--- config.mk ---
export PLATFORM = sky130hd
export DESIGN_NAME = strap_port_ctrl
export DESIGN_NICKNAME = d
export VERILOG_FILES = /design/src/rtl/sp_pkg.sv /design/src/rtl/sp_prescaler.sv /design/src/rtl/sp_strap_decode.sv /design/src/rtl/sp_act_stretch.sv /design/src/rtl/sp_pol_blink.sv /design/src/rtl/strap_port_ctrl.sv
export SDC_FILE = /design/constraint.sdc
export NUM_CORES = 1
export LEC_CHECK = 0
export CAP_MARGIN = 20
export CORE_MARGIN = 4
export CORE_UTILIZATION = 51
export DETAILED_ROUTE_END_ITERATION = 6
export DONT_BUFFER_PORTS = 1
export GPL_TIMING_DRIVEN = 0
export PLACE_DENSITY = 0.74
export SLEW_MARGIN = 20
export SYNTH_ARGS = -nofsm -noshare
export SYNTH_HDL_FRONTEND = slang
export SYNTH_HIERARCHICAL = 1
export SYNTH_SLANG_ARGS = --single-unit
--- constraint.sdc ---
create_clock -name clk_i -period 3.05 [get_ports clk_i]
set_clock_uncertainty 0.2 [all_clocks]
set_input_delay 0.61 -clock clk_i [delete_from_list [all_inputs] [get_ports clk_i]]
set_output_delay 0.61 -clock clk_i [all_outputs]
set_load 0.02 [all_outputs]
--- src/rtl/sp_pkg.sv ---
package sp_pkg;
  typedef enum logic [1:0] {
    SEL_AUTO = 2'b00,
    SEL_TP   = 2'b01,
    SEL_AUI  = 2'b10,
    SEL_BAD  = 2'b11
  } sel_e;

  typedef struct packed {
    logic port_tp;
    logic sqe_en;
    logic lpbk_en;
    logic jab_en;
    logic adplx_en;
    logic fdx;
    logic link_on;
  } port_cfg_t;
endpackage

--- src/rtl/sp_prescaler.sv ---
module sp_prescaler #(
  parameter int unsigned DIV = 4
) (
  input  logic clk_i,
  input  logic rst_ni,
  input  logic clr_i,
  output logic tick_o
);
  generate
    if (DIV <= 1) begin : g_pass
      assign tick_o = ~clr_i;
    end else begin : g_cnt
      localparam int unsigned W = $clog2(DIV);
      localparam logic [W-1:0] LAST = W'(DIV - 1);
      logic [W-1:0] cnt_q;
      always_ff @(posedge clk_i or negedge rst_ni) begin
        if (!rst_ni)               cnt_q <= '0;
        else if (clr_i)            cnt_q <= '0;
        else if (cnt_q == LAST)    cnt_q <= '0;
        else                       cnt_q <= cnt_q + 1'b1;
      end
      assign tick_o = ~clr_i & (cnt_q == LAST);
    end
  endgenerate
endmodule

--- src/rtl/sp_strap_decode.sv ---
module sp_strap_decode
  import sp_pkg::*;
(
  input  logic      clk_i,
  input  logic      rst_ni,
  input  logic      force_aui_i,
  input  logic      force_tp_i,
  input  logic      link_en_i,
  input  logic      strap_a_i,
  input  logic      strap_b_i,
  input  logic      link_det_i,
  output port_cfg_t cfg_o
);
  sel_e sel;
  logic fdx_force;
  logic auto_tp_q;
  logic tp;
  logic tp_lnk;
  logic aui_nolnk;

  assign sel       = sel_e'({force_aui_i, force_tp_i});
  assign fdx_force = (sel == SEL_AUTO) & ~link_en_i & strap_a_i;

  // automatic choice sampled on the master clock
  always_ff @(posedge clk_i or negedge rst_ni) begin
    if (!rst_ni) auto_tp_q <= 1'b0;
    else         auto_tp_q <= link_det_i & link_en_i;
  end

  always_comb begin
    unique case (sel)
      SEL_TP:   tp = 1'b1;
      SEL_AUTO: tp = link_en_i ? auto_tp_q : fdx_force;
      default:  tp = 1'b0;
    endcase
  end

  assign tp_lnk    = tp & link_en_i;
  assign aui_nolnk = ~tp & ~link_en_i;

  always_comb begin
    cfg_o.port_tp  = tp;
    cfg_o.sqe_en   = tp_lnk & strap_a_i;
    cfg_o.lpbk_en  = aui_nolnk & ~strap_a_i;
    cfg_o.adplx_en = tp_lnk & ~strap_b_i;
    cfg_o.jab_en   = aui_nolnk ? strap_b_i : 1'b1;
    cfg_o.fdx      = fdx_force;
    cfg_o.link_on  = link_en_i | fdx_force;
  end
endmodule

--- src/rtl/sp_act_stretch.sv ---
module sp_act_stretch #(
  parameter int unsigned TICK_DIV      = 4,
  parameter int unsigned STRETCH_TICKS = 5
) (
  input  logic clk_i,
  input  logic rst_ni,
  input  logic act_i,
  output logic on_o
);
  localparam int unsigned CW = $clog2(STRETCH_TICKS + 1);
  localparam logic [CW-1:0] LOAD = CW'(STRETCH_TICKS);

  logic tick;
  logic [CW-1:0] left_q;

  // prescaler restarts with every activity so the window is exact
  sp_prescaler #(.DIV(TICK_DIV)) u_presc (
    .clk_i  (clk_i),
    .rst_ni (rst_ni),
    .clr_i  (act_i),
    .tick_o (tick)
  );

  always_ff @(posedge clk_i or negedge rst_ni) begin
    if (!rst_ni)                    left_q <= '0;
    else if (act_i)                 left_q <= LOAD;
    else if (tick && left_q != '0)  left_q <= left_q - 1'b1;
  end

  assign on_o = (left_q != '0);
endmodule

--- src/rtl/sp_pol_blink.sv ---
module sp_pol_blink #(
  parameter int unsigned TICK_DIV    = 4,
  parameter int unsigned BLINK_TICKS = 3
) (
  input  logic clk_i,
  input  logic rst_ni,
  input  logic en_i,
  output logic phase_o
);
  localparam int unsigned BW = (BLINK_TICKS > 1) ? $clog2(BLINK_TICKS) : 1;
  localparam logic [BW-1:0] LAST = BW'(BLINK_TICKS - 1);

  logic tick;
  logic [BW-1:0] tcnt_q;
  logic phase_q;

  sp_prescaler #(.DIV(TICK_DIV)) u_presc (
    .clk_i  (clk_i),
    .rst_ni (rst_ni),
    .clr_i  (~en_i),
    .tick_o (tick)
  );

  always_ff @(posedge clk_i or negedge rst_ni) begin
    if (!rst_ni) begin
      tcnt_q  <= '0;
      phase_q <= 1'b0;
    end else if (!en_i) begin
      tcnt_q  <= '0;
      phase_q <= 1'b0;
    end else if (tick) begin
      if (tcnt_q == LAST) begin
        tcnt_q  <= '0;
        phase_q <= ~phase_q;
      end else begin
        tcnt_q  <= tcnt_q + 1'b1;
      end
    end
  end

  assign phase_o = phase_q;
endmodule

--- src/rtl/strap_port_ctrl.sv ---
module strap_port_ctrl
  import sp_pkg::*;
#(
  parameter int unsigned TICK_DIV      = 50000,
  parameter int unsigned STRETCH_TICKS = 200,
  parameter int unsigned BLINK_TICKS   = 125
) (
  input  logic clk_i,
  input  logic rst_ni,
  input  logic force_aui_i,
  input  logic force_tp_i,
  input  logic link_en_i,
  input  logic strap_a_i,
  input  logic strap_b_i,
  input  logic link_det_i,
  input  logic pol_rev_i,
  input  logic tx_act_i,
  input  logic rx_act_i,
  output logic port_tp_o,
  output logic sqe_test_en_o,
  output logic loopback_en_o,
  output logic jabber_en_o,
  output logic auto_dplx_en_o,
  output logic full_dplx_o,
  output logic link_pulse_tx_en_o,
  output logic led_port_n_o,
  output logic led_act_n_o,
  output logic led_link_n_o,
  output logic led_fdx_n_o
);
  port_cfg_t cfg;
  logic act_on;
  logic blink_phase;

  sp_strap_decode u_dec (
    .clk_i       (clk_i),
    .rst_ni      (rst_ni),
    .force_aui_i (force_aui_i),
    .force_tp_i  (force_tp_i),
    .link_en_i   (link_en_i),
    .strap_a_i   (strap_a_i),
    .strap_b_i   (strap_b_i),
    .link_det_i  (link_det_i),
    .cfg_o       (cfg)
  );

  sp_act_stretch #(
    .TICK_DIV      (TICK_DIV),
    .STRETCH_TICKS (STRETCH_TICKS)
  ) u_act (
    .clk_i  (clk_i),
    .rst_ni (rst_ni),
    .act_i  (tx_act_i | rx_act_i),
    .on_o   (act_on)
  );

  sp_pol_blink #(
    .TICK_DIV    (TICK_DIV),
    .BLINK_TICKS (BLINK_TICKS)
  ) u_blink (
    .clk_i   (clk_i),
    .rst_ni  (rst_ni),
    .en_i    (pol_rev_i & cfg.port_tp),
    .phase_o (blink_phase)
  );

  assign port_tp_o          = cfg.port_tp;
  assign sqe_test_en_o      = cfg.sqe_en;
  assign loopback_en_o      = cfg.lpbk_en;
  assign jabber_en_o        = cfg.jab_en;
  assign auto_dplx_en_o     = cfg.adplx_en;
  assign full_dplx_o        = cfg.fdx;
  assign link_pulse_tx_en_o = cfg.link_on;

  // indicators: 1 = released, 0 = pulled low
  assign led_port_n_o = ~cfg.port_tp | blink_phase;
  assign led_act_n_o  = ~act_on;
  assign led_link_n_o = ~(link_det_i & cfg.link_on);
  assign led_fdx_n_o  = ~cfg.fdx;
endmodule

Word-level counts from Yosys, hierarchy flattened
Cells that the tools add are included.
{"block": "word_totals", "register_bits": 49}
{"block": "classes", "bitwise": 24, "reduce_logical": 5, "n_eq_ne": 6, "mux": 15, "addsub": 4}
{"operator": "$mux 16", "n": 4}
{"operator": "$add 16x1->16 const B", "n": 2}
{"operator": "$eq 16x16->1 const B", "n": 2}
{"operator": "$mux 7", "n": 3}
{"operator": "$mux 8", "n": 2}
{"operator": "$and 1x1->1", "n": 12}
{"operator": "$not 1->1", "n": 9}
{"operator": "$reduce_bool 8->1", "n": 1}
{"operator": "$sub 8x1->8 const B", "n": 1}
{"operator": "$add 7x1->7 const B", "n": 1}
{"operator": "$eq 7x7->1 const B", "n": 1}
{"operator": "$mux 1", "n": 5}
{"operator": "$ne 2x2->1 const B", "n": 2}
{"operator": "$or 1x1->1", "n": 3}
{"operator": "$eq 2x1->1 const B", "n": 1}
{"operator": "$logic_not 2->1", "n": 1}
{"operator": "$pmux 1 s2", "n": 1}
{"operator": "$reduce_and 2->1", "n": 1}
{"operator": "$reduce_bool 2->1", "n": 1}
{"operator": "$logic_and 1x1->1", "n": 1}

Longest topological paths before layout
Gate-level depths: netlist of run 1.
{"block": "depth", "ltp_word": 9, "mapped_depth": 9}

Hierarchy
Netlist of run 1, hierarchy kept.
{"mod": "sp_prescaler", "seq_area_each_um2": 400.4, "area_per_inst_um2": 794.5, "n_inst": 2, "cells_each": 81}
{"mod": "sp_act_stretch", "seq_area_each_um2": 200.2, "area_per_inst_um2": 471.7, "n_inst": 1, "cells_each": 47}
{"mod": "sp_pol_blink", "seq_area_each_um2": 200.2, "area_per_inst_um2": 462.9, "n_inst": 1, "cells_each": 49}
{"mod": "sp_strap_decode", "seq_area_each_um2": 25.0, "area_per_inst_um2": 123.9, "n_inst": 1, "cells_each": 17}
{"mod": "strap_port_ctrl", "seq_area_each_um2": 0.0, "area_per_inst_um2": 30.0, "n_inst": 1, "cells_each": 6}

Worst setup path before layout of run 1
OpenSTA, ideal clock, no wires.
{"block": "synth_path", "path_kind": "in2reg", "from": "in link_en_i", "to": "reg u_blink.phase_q (netlist: u_blink/phase_o)", "arrival_time_ns": 2.421, "n_path_buf": 1, "stages": 9, "path_slack_ns": 0.351, "cell_sequence": "mux2i_1 > a21oi_1 > buf_4 > and2_1 > inv_1 > nor2_1 > inv_1 > or4_1 > a21oi_1"}
{"block": "synth_via", "elab_chain_len": 9, "elab_cells_between_ends": 11}
{"element": "start: declaration", "line": "strap_port_ctrl.sv:12", "rtl": "input logic link_en_i,"}
{"element": "$not 1->1", "line": "sp_strap_decode.sv:22", "rtl": "assign fdx_force = (sel == SEL_AUTO) & ~link_en_i & strap_a_i;"}
{"element": "$and 1x1->1 (2 in series)", "line": "sp_strap_decode.sv:22"}
{"element": "$mux 1 *", "line": "sp_strap_decode.sv:33", "rtl": "SEL_AUTO: tp = link_en_i ? auto_tp_q : fdx_force;"}
{"element": "$pmux 1 s2 *", "line": "sp_strap_decode.sv:31", "rtl": "unique case (sel)"}
{"element": "named net u_dec.tp", "line": "sp_strap_decode.sv:17", "rtl": "logic tp;"}
{"element": "$and 1x1->1 *", "line": "strap_port_ctrl.sv:63", "rtl": ".en_i (pol_rev_i & cfg.port_tp),"}
{"element": "$and 1x1->1 *", "line": "sp_prescaler.sv:22", "rtl": "assign tick_o = ~clr_i & (cnt_q == LAST);"}
{"element": "named net u_blink.tick", "line": "sp_pol_blink.sv:13", "rtl": "logic tick;"}
{"element": "$ne 2x2->1 (no source line) *"}
{"element": "$reduce_and 2->1 (no source line) *"}
{"element": "end signal: assignment", "line": "sp_pol_blink.sv:34", "rtl": "phase_q <= ~phase_q;"}
{"element": "end: declaration", "line": "sp_pol_blink.sv:15", "rtl": "logic phase_q;"}
The timed path passes the listed nets; every way through them passes the cells marked *.
A chain may end at the register's enable or synchronous reset.

Worst setup path after layout of run 1
{"block": "layout_path", "from": "reg u_dec.auto_tp_q", "to": "reg u_blink.phase_q (netlist: u_blink/phase_o)"}
{"block": "layout_via", "elab_chain_len": 6, "elab_cells_between_ends": 8}
{"element": "start: declaration", "line": "sp_strap_decode.sv:16", "rtl": "logic auto_tp_q;"}
{"element": "start signal: assignment", "line": "sp_strap_decode.sv:27", "rtl": "else auto_tp_q <= link_det_i & link_en_i;"}
{"element": "$mux 1", "line": "sp_strap_decode.sv:33"}
{"element": "$pmux 1 s2", "line": "sp_strap_decode.sv:31"}
{"element": "named net u_dec.tp", "line": "sp_strap_decode.sv:17"}
{"element": "$and 1x1->1", "line": "strap_port_ctrl.sv:63"}
{"element": "$and 1x1->1", "line": "sp_prescaler.sv:22"}
{"element": "named net u_blink.tick", "line": "sp_pol_blink.sv:13"}
{"element": "$ne 2x2->1 (no source line)"}
{"element": "$reduce_and 2->1 (no source line)"}
The timed path passes the listed nets, and every way through them passes these cells.

==> results.sh, run 1 <==
export IMPL_die_w_um=80.5
export IMPL_drive_gt1_share_pct=8.59
export IMPL_start_util_pct=52.4
export IMPL_reg2reg_depth=9
export IMPL_gp_congestion=0.773
export IMPL_synth_top_cells_by_area="dfrtp_1 (46%), xnor2_1 (6.5%), nor2_1 (5.5%), inv_1 (2.9%), nand2_1 (2.7%)"
export IMPL_routed_wl_mm=4.92
export IMPL_finalCriticalPeriod_ns=2.79
export IMPL_cp_arrival_ns=2.82
export IMPL_holdPathStages=1
export IMPL_drv_slew=0
export IMPL_hold_viol=0
export IMPL_critPathSlowestCell="or4_1"
export IMPL_grt_pass1_vias=1955
export IMPL_io_pins=22
export IMPL_nNetsFinal=306
export IMPL_clockBufferDepth=2
export IMPL_synthArstFlopShare_pct=100
export IMPL_ys_ff_latch=49
export IMPL_path_max_fanout=11
export IMPL_synthTopCellsByCount="dfrtp_1 (49), nor2_1 (39), inv_1 (21), xnor2_1 (20), nand2_1 (19)"
export IMPL_hp_start="link_en_i"
export IMPL_syn_to_final_growth_pct=7.90
export IMPL_regToRegEndpoint="u_blink/phase_o"
export IMPL_finalPower_mw=1.09
export IMPL_worst_pin_slew_ns=0.749
export IMPL_power_density_nw_per_um2=378
export IMPL_drc_errors=0
export IMPL_ant_nets=0
export IMPL_max_freq_mhz=359
export IMPL_p_int_mw=0.831
export IMPL_grt_max_degree=50
export IMPL_hp_class="primary input to flip-flop"
export IMPL_synth_seq_area_share_pct=45.8
export IMPL_via_per_inst=5.70
export IMPL_synth_ff_type="dfrtp_1"
export IMPL_pre_cts_ws_ns=-0.0106
export IMPL_p_leak_nw=1.07
export IMPL_fin_crit_sh_pct=91.3
export IMPL_synth_top_area_share_pct=45.8
export IMPL_io_buffers=0
export IMPL_hold_ws_ns=0.236
export IMPL_drtIter0Drc=111
export IMPL_worstSetupStartpointType="flip-flop"
export IMPL_cts_tree="done"
export IMPL_core_area_um2=5110
export IMPL_synth_fp_nets=297
export IMPL_rsz0062_at_grt="no"
export IMPL_critPathMaxStageDelay_ns=0.56
export IMPL_htreeDepth=2
export IMPL_cts_resized=0
export IMPL_synth_area_um2=2680
export IMPL_comb_power_share_pct=5.2
export IMPL_p_clk_share_pct=34.9
export IMPL_cts_root_buf="clkbuf_8"
export IMPL_cts_sinks=49
export IMPL_ir_worst_vdd_mv=0.313
export IMPL_switching_share_pct=23.9
export IMPL_die_y_um=80.5
export IMPL_drt_wirelength_per_cell_um=13.6
export IMPL_synth_edff_count=0
export IMPL_cap_violations=0
export IMPL_setup_violations=0
export IMPL_syn_area_per_cell_um2=9.53
export IMPL_clk_pin_slew_ns=0.08
export IMPL_crit_required_ns=3.08
export IMPL_switchingPower_mw=0.261
export IMPL_crit_type="flip-flop to flip-flop"
export IMPL_fin_cells=361
export IMPL_yosysWarnings=6
export IMPL_antenna_found_initial=0
export IMPL_clk_latency_ns=0.31
export IMPL_overflow=0
export IMPL_setup_slack_ns=0.265
export IMPL_power_frac_seq_pct=59.9
export IMPL_status="finished, final reports clean"
export IMPL_crit_chain="mux2i_1, a21oi_1, buf_4, and2_1, inv_1, nor2_1, inv_1, or4_1, a21oi_1"
export IMPL_r2r_start="u_dec/auto_tp_q"
export IMPL_max_slew_margin_pct=50.0
export IMPL_synth_top_area_cell="dfrtp_1"
export IMPL_dp_hpwl_mm=3.42
export IMPL_syn_inst=281
export IMPL_min_to="u_dec/auto_tp_q"
export IMPL_synth_most_common_cell="dfrtp_1"
export IMPL_num_rows=26
export IMPL_die_area_um2=6470
export IMPL_cp_end_kind="flip-flop"
export IMPL_dr_total_vias=2056
export IMPL_dp_cells=351
export IMPL_ys_types=50
export IMPL_cts_buffers=5
export IMPL_grtUsageTotal_pct=17.2
export IMPL_first_pass_iters=4
export IMPL_grt_pass1_wl_mm=8.71
export IMPL_r2r_slack_ns=0.26
export IMPL_antenna_cells=0
[through the flow]
stage	cell area, um2	TNS [ns]	util [%]
after global placement	2770	0	54.1
after detailed placement	2770	-0.0106	54.1
after global routing	2890	0	56.6
after CTS	2890	0	56.6
final	2890	0	56.6
after floorplan	2680	0	-
[worst max-delay path: cells and delay by family, from the launching register on]
| family | cells | cell delay (ns) |
|---|---|---|
| AO/OA/AOI/OAI | 2 | 0.30 |
| buffers and inverters | 3 | 0.60 |
| flip-flops | 1 | 0.36 |
| multiplexers | 1 | 0.07 |
| AND/OR/NAND/NOR | 3 | 1.19 |
[worst max-delay path by stage]
stage	end	cells past startpoint	start	slack, ns
6_report	u_blink/phase_o	9	u_dec/auto_tp_q	0.26
5_1_grt	u_blink/phase_o	9	u_dec/auto_tp_q	0.04
4_1_cts	u_blink/phase_o	9	u_dec/auto_tp_q	0.27
3_5_place_dp	u_blink/phase_o	9	link_en_i	-0.01
3_3_place_gp	u_blink/phase_o	9	link_en_i	0.03
2_1_floorplan	u_blink/phase_o	9	link_en_i	0.35
[cell type report]
class                   count  area [um2]
clock inverters             2        13.8
multi-input cells         206        1350
flip-flops and latches     49        1230
repair buffers              2        37.5
fillers                   469        2220
plain buffers               5        26.3
clock buffers               6        72.6
well taps                  70        87.6
inverters                  21        78.8
[power groups by stage]
| stage | sequential [mW] | combinational [mW] | clock (mW) |
|---|---|---|---|
| 6_report | 0.654 | 0.0564 | 0.381 |
| 4_1_cts | 0.654 | 0.0581 | 0.401 |
| 3_3_place_gp | 0.667 | 0.0385 | 0 |
| 2_1_floorplan | 0.667 | 0.0330 | 0 |
| 5_1_grt | 0.655 | 0.0633 | 0.430 |
| 3_5_place_dp | 0.667 | 0.0395 | 0 |
[cells by family (layout without fill, tap and decap cells)]
group | count (synthesis) | count (layout) | share of synthesized area [%]
and+or+nand+nor | 129 | 129 | 27.1
DFF | 49 | 49 | 45.8
AOI/OAI and AO/OA | 44 | 44 | 11.4
buffers and inverters | 26 | 36 | 3.93
xor gates and xnor gates | 24 | 24 | 7.85
adders and majority gates | 5 | 5 | 2.34
muxes | 4 | 4 | 1.59
[layer usage]
metal	track usage, %	routed length, um	vias up
met5	0	0	-
met4	7.09	85	0
met3	3.36	152	8
met2	28.0	2360	28
met1	22.3	2320	993
li1	-	-	1027
[registers in the layout, indices dropped and copies added, names as in the netlist]
signal                       count
u_act/left_q                     8
u_act/u_presc/g_cnt.cnt_q       16
u_blink/phase_o                  1
u_blink/tcnt_q                   7
u_blink/u_presc/g_cnt.cnt_q     16
u_dec/auto_tp_q                  1
[cell usage in the layout, fill, tap and decap left out, types with 2 or more instances in the layout]
master,instances
nand3_2,2
or4_1,5
clkbuf_1,3
buf_4,2
o41ai_1,2
o31ai_1,5
and2_1,3
nor2b_1,3
nor4bb_1,4
nand2b_1,2
inv_1,21
nor4b_1,3
o211ai_1,2
o21ai_1,2
mux2i_1,2
o21ai_0,6
o2111ai_1,3
nor4_1,8
xor2_1,4
nand4_1,10
dfrtp_1,49
and3_1,4
nor3_1,5
mux2_2,2
ha_1,5
or2_2,3
nand3_1,7
a21oi_1,13
or4_4,2
nor2_1,39
a2111o_1,2
nor3b_1,2
or3_1,3
xnor2_1,20
nand2_1,19
clkbuf_8,5
[timing repair]
item / in CTS / in global routing
endpoints found under the hold margin: 49 / 0
hold buffers: 2 / 0
buffers inserted: 0 / 0
No activity file was read; power rests on OpenSTA's default activity.
==> inputs of run 2 (changes only) <==
--- a/config.mk
+++ b/config.mk
@@ -5,6 +5,7 @@
 export SDC_FILE = /design/constraint.sdc
 export NUM_CORES = 1
 export LEC_CHECK = 0
+export ABC_AREA = 1
 export CAP_MARGIN = 20
 export CORE_MARGIN = 4
 export CORE_UTILIZATION = 51
==> run 2 against run 1 <==
Cell count increased by 40%. Core utilization up 0.93 points. Wire length up 16%. Clock-buffer cell count rose by 1. Critical path depth is 7 higher. Fmax is 8.7% higher. Worst hold slack got worse by 0.024 ns. Area after synthesis grew 12%. Sequential share of layout area is 4.4 points lower. Critical endpoint is now u_blink/tcnt_q[6]. Largest cell class unchanged. Largest power group unchanged.
==> results.sh, run 2 <==
export IMPL_status="finished, final reports clean"
export IMPL_dp_cells=496
export IMPL_die_area_um2=7160
export IMPL_synth_most_common_cell="nand2_1"
export IMPL_cts_setup_buffers=0
export IMPL_min_to="u_dec/auto_tp_q"
export IMPL_routed_wl_mm=5.68
export IMPL_yosysWarnings=6
export IMPL_crit_required_ns=3.05
export IMPL_nNetsFinal=449
export IMPL_synth_fa_ha_area_share_pct=2.09
export IMPL_synth_seq_area_share_pct=40.9
export IMPL_synth_edff_count=0
export IMPL_top_regs="u_act/u_presc/g_cnt.cnt_q x16, u_blink/u_presc/g_cnt.cnt_q x16, u_act/left_q x8"
export IMPL_htreeDepth=2
export IMPL_io_buffers=0
export IMPL_syn_area_per_cell_um2=7.06
export IMPL_drv_slew=0
export IMPL_cp_end_kind="flip-flop"
export IMPL_dr_total_vias=2557
export IMPL_mostFrequentLayoutCell="nand2_1"
export IMPL_die_w_um=84.6
export IMPL_grt_pass1_vias=2418
export IMPL_clk_latency_ns=0.30
export IMPL_finalCriticalPeriod_ns=2.56
export IMPL_fin_cells=506
export IMPL_cts_hold_fix_buffers=2
export IMPL_crit_type="primary input to flip-flop"
export IMPL_cts_buffers=5
export IMPL_clockBufferDepth=2
export IMPL_cts_tree="done"
export IMPL_synth_simple_area_share_pct=40.3
export IMPL_grtUsageTotal_pct=17.1
export IMPL_synth_xor_xnor_area_share_pct=2.63
export IMPL_cp_arrival_ns=2.56
export IMPL_synth_top_cells_by_area="dfrtp_1 (41%), nand2_1 (13%), nor2_1 (10%), nand3_1 (7.5%), inv_1 (7.4%)"
export IMPL_r2r_slack_ns=0.53
export IMPL_overflow=0
export IMPL_dp_hpwl_mm=4.25
export IMPL_grt_pass1_wl_mm=10.4
export IMPL_drt_wirelength_per_cell_um=11.2
export IMPL_synth_area_um2=3000
export IMPL_antenna_cells=0
export IMPL_rsz0062_at_grt="no"
export IMPL_final_setup_tns_ns=0
export IMPL_reg2reg_depth=17
export IMPL_syn_inst=424
export IMPL_p_leak_nw=1.59
export IMPL_final_cell_mix="nand2_1 (100), nor2_1 (81), inv_1 (59)"
export IMPL_io_pins=22
export IMPL_max_freq_mhz=390
export IMPL_synth_top_area_cell="dfrtp_1"
export IMPL_drc_errors=0
export IMPL_cts_root_buf="clkbuf_8"
export IMPL_drtIter0Drc=108
export IMPL_power_density_nw_per_um2=360
export IMPL_drive_gt1_share_pct=10.4
export IMPL_setup_violations=0
export IMPL_synth_ff_type="dfrtp_1"
export IMPL_die_y_um=84.6
export IMPL_cts_resized=0
export IMPL_path_max_fanout=8
export IMPL_synth_mux_area_share_pct=0
export IMPL_first_pass_iters=4
export IMPL_via_per_inst=5.05
export IMPL_regToRegEndpoint="u_blink/tcnt_q[6]"
export IMPL_synth_fp_nets=440
export IMPL_cts_sinks=49
export IMPL_gp_congestion=0.845
export IMPL_r2r_start="u_dec/auto_tp_q"
export IMPL_ys_ff_latch=49
export IMPL_antenna_found_initial=0
export IMPL_max_slew_margin_pct=70.8
export IMPL_core_area_um2=5610
export IMPL_hp_class="primary input to flip-flop"
export IMPL_fin_crit_sh_pct=84.0
export IMPL_syn_to_final_growth_pct=7.64
export IMPL_synth_top_area_share_pct=40.9
export IMPL_cap_violations=0
export IMPL_holdPathStages=2
export IMPL_hold_viol=0
export IMPL_ir_worst_vdd_mv=0.224
export IMPL_ys_types=30
export IMPL_num_rows=27
export IMPL_hp_start="link_en_i"
export IMPL_start_util_pct=53.4
export IMPL_ant_nets=0
export IMPL_clk_pin_slew_ns=0.08
export IMPL_synth_compound_area_share_pct=5.14
export IMPL_synthTopCellsByCount="nand2_1 (100), nor2_1 (81), inv_1 (59), dfrtp_1 (49), nand3_1 (45)"
export IMPL_synthArstFlopShare_pct=100
export IMPL_grt_max_degree=50
export IMPL_synth_top_family_by_area="simple AND/OR/NAND/NOR gates"
export IMPL_worstSetupStartpointType="primary input"
export IMPL_worst_pin_slew_ns=0.438
-- run 2: cell count changes in the layout (fill, tap and decap cells not counted), sizes merged, moves of 5 or more --
cell | previous run | this run
xnor2 | 20 | 4
nor4 | 9 | 0
a21oi | 13 | 5
inv | 22 | 63
o31ai | 5 | 0
nand3 | 9 | 45
nor2 | 39 | 92
nand2 | 19 | 111
or4 | 8 | 0
-- run 2: cells by family (layout without fill, tap and decap cells) --
kind of cell,count (synthesis),count (layout)
flops,49,49
fa+ha+maj,5,5
compound gates,23,23
simple gates,269,269
buf+inv,69,79
xor+xnor,9,9
-- run 2: power by group --
part / switching (mW) / internal (mW)
Sequential: 0.00777 / 0.656
Combinational: 0.0632 / 0.0260
Clock: 0.203 / 0.205
Total: 0.274 / 0.887
-- run 2: how the worst max path moves through the flow --
stage	endpoint	cells past startpoint	start	slack (ns)
6_report	u_blink/tcnt_q[6]	16	force_tp_i	0.49
3_3_place_gp	u_blink/tcnt_q[6]	16	force_tp_i	0.24
3_5_place_dp	u_blink/tcnt_q[6]	16	force_tp_i	0.20
4_1_cts	u_blink/tcnt_q[6]	16	force_tp_i	0.51
5_1_grt	u_blink/tcnt_q[6]	16	force_tp_i	0.24
2_1_floorplan	u_blink/tcnt_q[6]	16	force_tp_i	0.55
-- run 2: cell type report --
type | instances | area (um2)
Clock inverter | 1 | 5.00
Timing Repair Buffer | 2 | 37.5
Fill cell | 550 | 2380
Buffer | 4 | 22.5
Tap cell | 72 | 90.1
Inverter | 65 | 244
Multi-Input combinational cell | 306 | 1500
Clock buffer | 7 | 96.3
Sequential cell | 49 | 1230
-- run 2: worst max-delay path, stage by stage --
cell and delay, ns:
nor2_1 0.12, nand3_1 0.11, nand2_1 0.08, buf_4 0.14
nand2_1 0.06, inv_1 0.23, inv_1 0.09, clkbuf_1 0.23
nor2_1 0.30, inv_2 0.11, a21boi_2 0.22, nand2_1 0.07
nand2_1 0.06, nand2_1 0.04, nand2_1 0.05, inv_1 0.03
-- run 2: through the flow --
step / hold WS [ns] / instance area [um2] / power [mW] / utilization (%) / setup WS (ns)
2_1_floorplan: 0.114 / 3000 / 0.736 / - / 0.551
3_3_place_gp: 0.116 / 3090 / 0.747 / 55.0 / 0.243
3_5_place_dp: 0.116 / 3090 / 0.749 / 55.0 / 0.196
4_1_cts: 0.201 / 3220 / 1.19 / 57.5 / 0.508
5_1_grt: 0.211 / 3220 / 1.22 / 57.5 / 0.235
6_report: 0.212 / 3220 / 1.16 / 57.5 / 0.487
-- run 2: per-layer routing --
metal,vias up,global-route usage [%],routed length (um)
li1,1351,-,-
met1,1167,23.4,2880
met2,32,27.9,2580
met3,7,2.65,143
met4,0,5.47,70
met5,-,0,0
==> inputs of run 3 (changes only) <==
==> constraint.sdc (replaced) <==
create_clock -name clk_i -period 2.4 [get_ports clk_i]
set_clock_uncertainty 0.2 [all_clocks]
set_input_delay 0.48 -clock clk_i [delete_from_list [all_inputs] [get_ports clk_i]]
set_output_delay 0.48 -clock clk_i [all_outputs]
set_load 0.02 [all_outputs]
==> run 3 against run 2 <==
Non-clock buffer count down 1. Cell count decreased by 0.20%. Cell area grew 0.43%. Largest cell class unchanged. Power rose by 27%. Combinational power up 27%. Sequential share of layout area decreased by 0.16 points. Setup slack got worse by 0.34 ns. Wire length down 0.21%. Largest power group unchanged. Worst hold slack worse by 0.13 ns. Flip-flop and latch count unchanged. Global-route usage unchanged.
==> results.sh, run 3 (same netlist as run 2, synthesis figures left out) <==
export IMPL_dp_cells=496
export IMPL_pre_cts_ws_ns=-0.324
export IMPL_start_util_pct=53.4
export IMPL_clk_pin_slew_ns=0.08
export IMPL_cts_root_buf="clkbuf_8"
export IMPL_fin_util_pct=57.7
export IMPL_syn_to_final_growth_pct=8.10
export IMPL_hp_class="primary input to flip-flop"
export IMPL_rsz0062_at_grt="no"
export IMPL_drc_errors=0
export IMPL_ant_nets=0
export IMPL_grtUsageTotal_pct=17.1
export IMPL_finalPower_mw=1.48
export IMPL_cap_violations=0
export IMPL_routed_wl_mm=5.67
export IMPL_first_pass_iters=4
export IMPL_antenna_found_initial=0
export IMPL_p_clk_share_pct=35.2
export IMPL_p_int_mw=1.13
export IMPL_switching_share_pct=23.6
export IMPL_grt_max_degree=50
export IMPL_dp_hpwl_mm=4.25
export IMPL_final_cell_mix="nand2_1 (99), nor2_1 (79), inv_1 (58)"
export IMPL_fin_cells=505
export IMPL_dr_total_vias=2552
export IMPL_worstSetupStartpointType="flip-flop"
export IMPL_finalCriticalPeriod_ns=2.25
export IMPL_num_rows=27
export IMPL_setup_violations=0
export IMPL_cts_tree="done"
export IMPL_ir_worst_vdd_mv=0.285
export IMPL_nNetsFinal=448
export IMPL_crit_type="flip-flop to output pin"
export IMPL_drv_slew=0
export IMPL_cts_sinks=49
export IMPL_p_leak_nw=1.59
export IMPL_cts_buffers=5
export IMPL_switchingPower_mw=0.349
export IMPL_io_pins=22
export IMPL_fin_crit_sh_pct=93.9
export IMPL_io_buffers=0
export IMPL_power_density_nw_per_um2=456
export IMPL_drive_gt1_share_pct=11.3
export IMPL_setup_slack_ns=0.146
export IMPL_path_max_fanout=6
export IMPL_max_freq_mhz=444
export IMPL_grt_pass1_wl_mm=10.4
export IMPL_fill_cells=545
export IMPL_worst_pin_slew_ns=0.460
export IMPL_status="finished, final reports clean"
export IMPL_crit_required_ns=1.72
export IMPL_cp_end_kind="output pin"
export IMPL_drt_wirelength_per_cell_um=11.2
export IMPL_clockBufferDepth=2
export IMPL_htreeDepth=2
export IMPL_die_area_um2=7160
export IMPL_stdcell_area_um2=3240
export IMPL_gp_congestion=0.845
export IMPL_hold_viol=0
export IMPL_die_y_um=84.6
export IMPL_place_area_um2=3090
export IMPL_antenna_cells=0
export IMPL_die_w_um=84.6
export IMPL_core_area_um2=5610
export IMPL_via_per_inst=5.05
export IMPL_grt_pass1_vias=2418
export IMPL_power_frac_seq_pct=57.2
export IMPL_comb_power_share_pct=7.7
export IMPL_cp_arrival_ns=1.57
export IMPL_max_slew_margin_pct=69.4
export IMPL_drtIter0Drc=133
export IMPL_top_regs="u_act/u_presc/g_cnt.cnt_q x16, u_blink/u_presc/g_cnt.cnt_q x16, u_act/left_q x8"
export IMPL_hold_ws_ns=0.0824
export IMPL_clk_latency_ns=0.30
export IMPL_final_setup_tns_ns=0
export IMPL_mostFrequentLayoutCell="nand2_1"
export IMPL_overflow=0
run 3: changes by cell type in the layout (fill, tap and decap cells not counted), sizes merged:
cell	change
clkbuf	-1
run 3: final cells by class:
| cell class | instances | area, um2 | area share [%] |
|---|---|---|---|
| multi-input combinational | 306 | 1520 | 46.9 |
| buffer | 3 | 18.8 | 0.580 |
| sequential | 49 | 1230 | 37.9 |
| inverter | 65 | 244 | 7.53 |
| tap | 72 | 90.1 | 2.78 |
| timing repair buffer | 2 | 37.5 | 1.16 |
| clock inverter | 1 | 5.00 | 0.155 |
| clock buffer | 7 | 96.3 | 2.98 |
run 3: worst paths after layout:
kind                       cells after the start  slack (ns)            start                        endpoint
setup reg to reg                              16        0.21  u_dec/auto_tp_q               u_blink/tcnt_q[6]
hold / removal                                 2        0.08        link_en_i                 u_dec/auto_tp_q
setup / recovery                               5        0.15  u_act/left_q[0]                     led_act_n_o
min in group asynchronous                      2        0.48           rst_ni  u_blink/u_presc/g_cnt.cnt_q[9]
hold reg to reg                                2        0.29  u_act/left_q[7]                 u_act/left_q[7]
max in group asynchronous                      2        1.30           rst_ni    u_act/u_presc/g_cnt.cnt_q[9]
run 3: worst max-delay path, stage by stage, from the launching register on:
cell and delay, ns:
dfrtp_1 0.37, inv_1 0.14, ha_1 0.27, nor3b_2 0.24, nand2_2 0.10, inv_1 0.17
run 3: power groups by stage:
| stage | registers [mW] | clock network [mW] | logic (mW) |
|---|---|---|---|
| after floorplan | 0.858 | 0 | 0.0769 |
| after global placement | 0.860 | 0 | 0.0901 |
| after detailed placement | 0.860 | 0 | 0.0914 |
| after CTS | 0.844 | 0.548 | 0.116 |
| after global routing | 0.845 | 0.579 | 0.129 |
| final | 0.844 | 0.519 | 0.113 |
run 3: repair_timing:
item | CTS | global route
hold buffers | 2 | 0
endpoints found under the hold margin | 49 | 0
setup buffers | 0 | 0
resized for setup | 2 | 4
setup endpoints to repair | 4 | 11
run 3: per-layer routing:
layer,part of all wire (%),wire [um],GRT usage (%)
met3,2.5,143,2.65
met4,1.2,70,5.47
met1,51,2860,23.4
met2,46,2590,27.9
met5,0,0,0
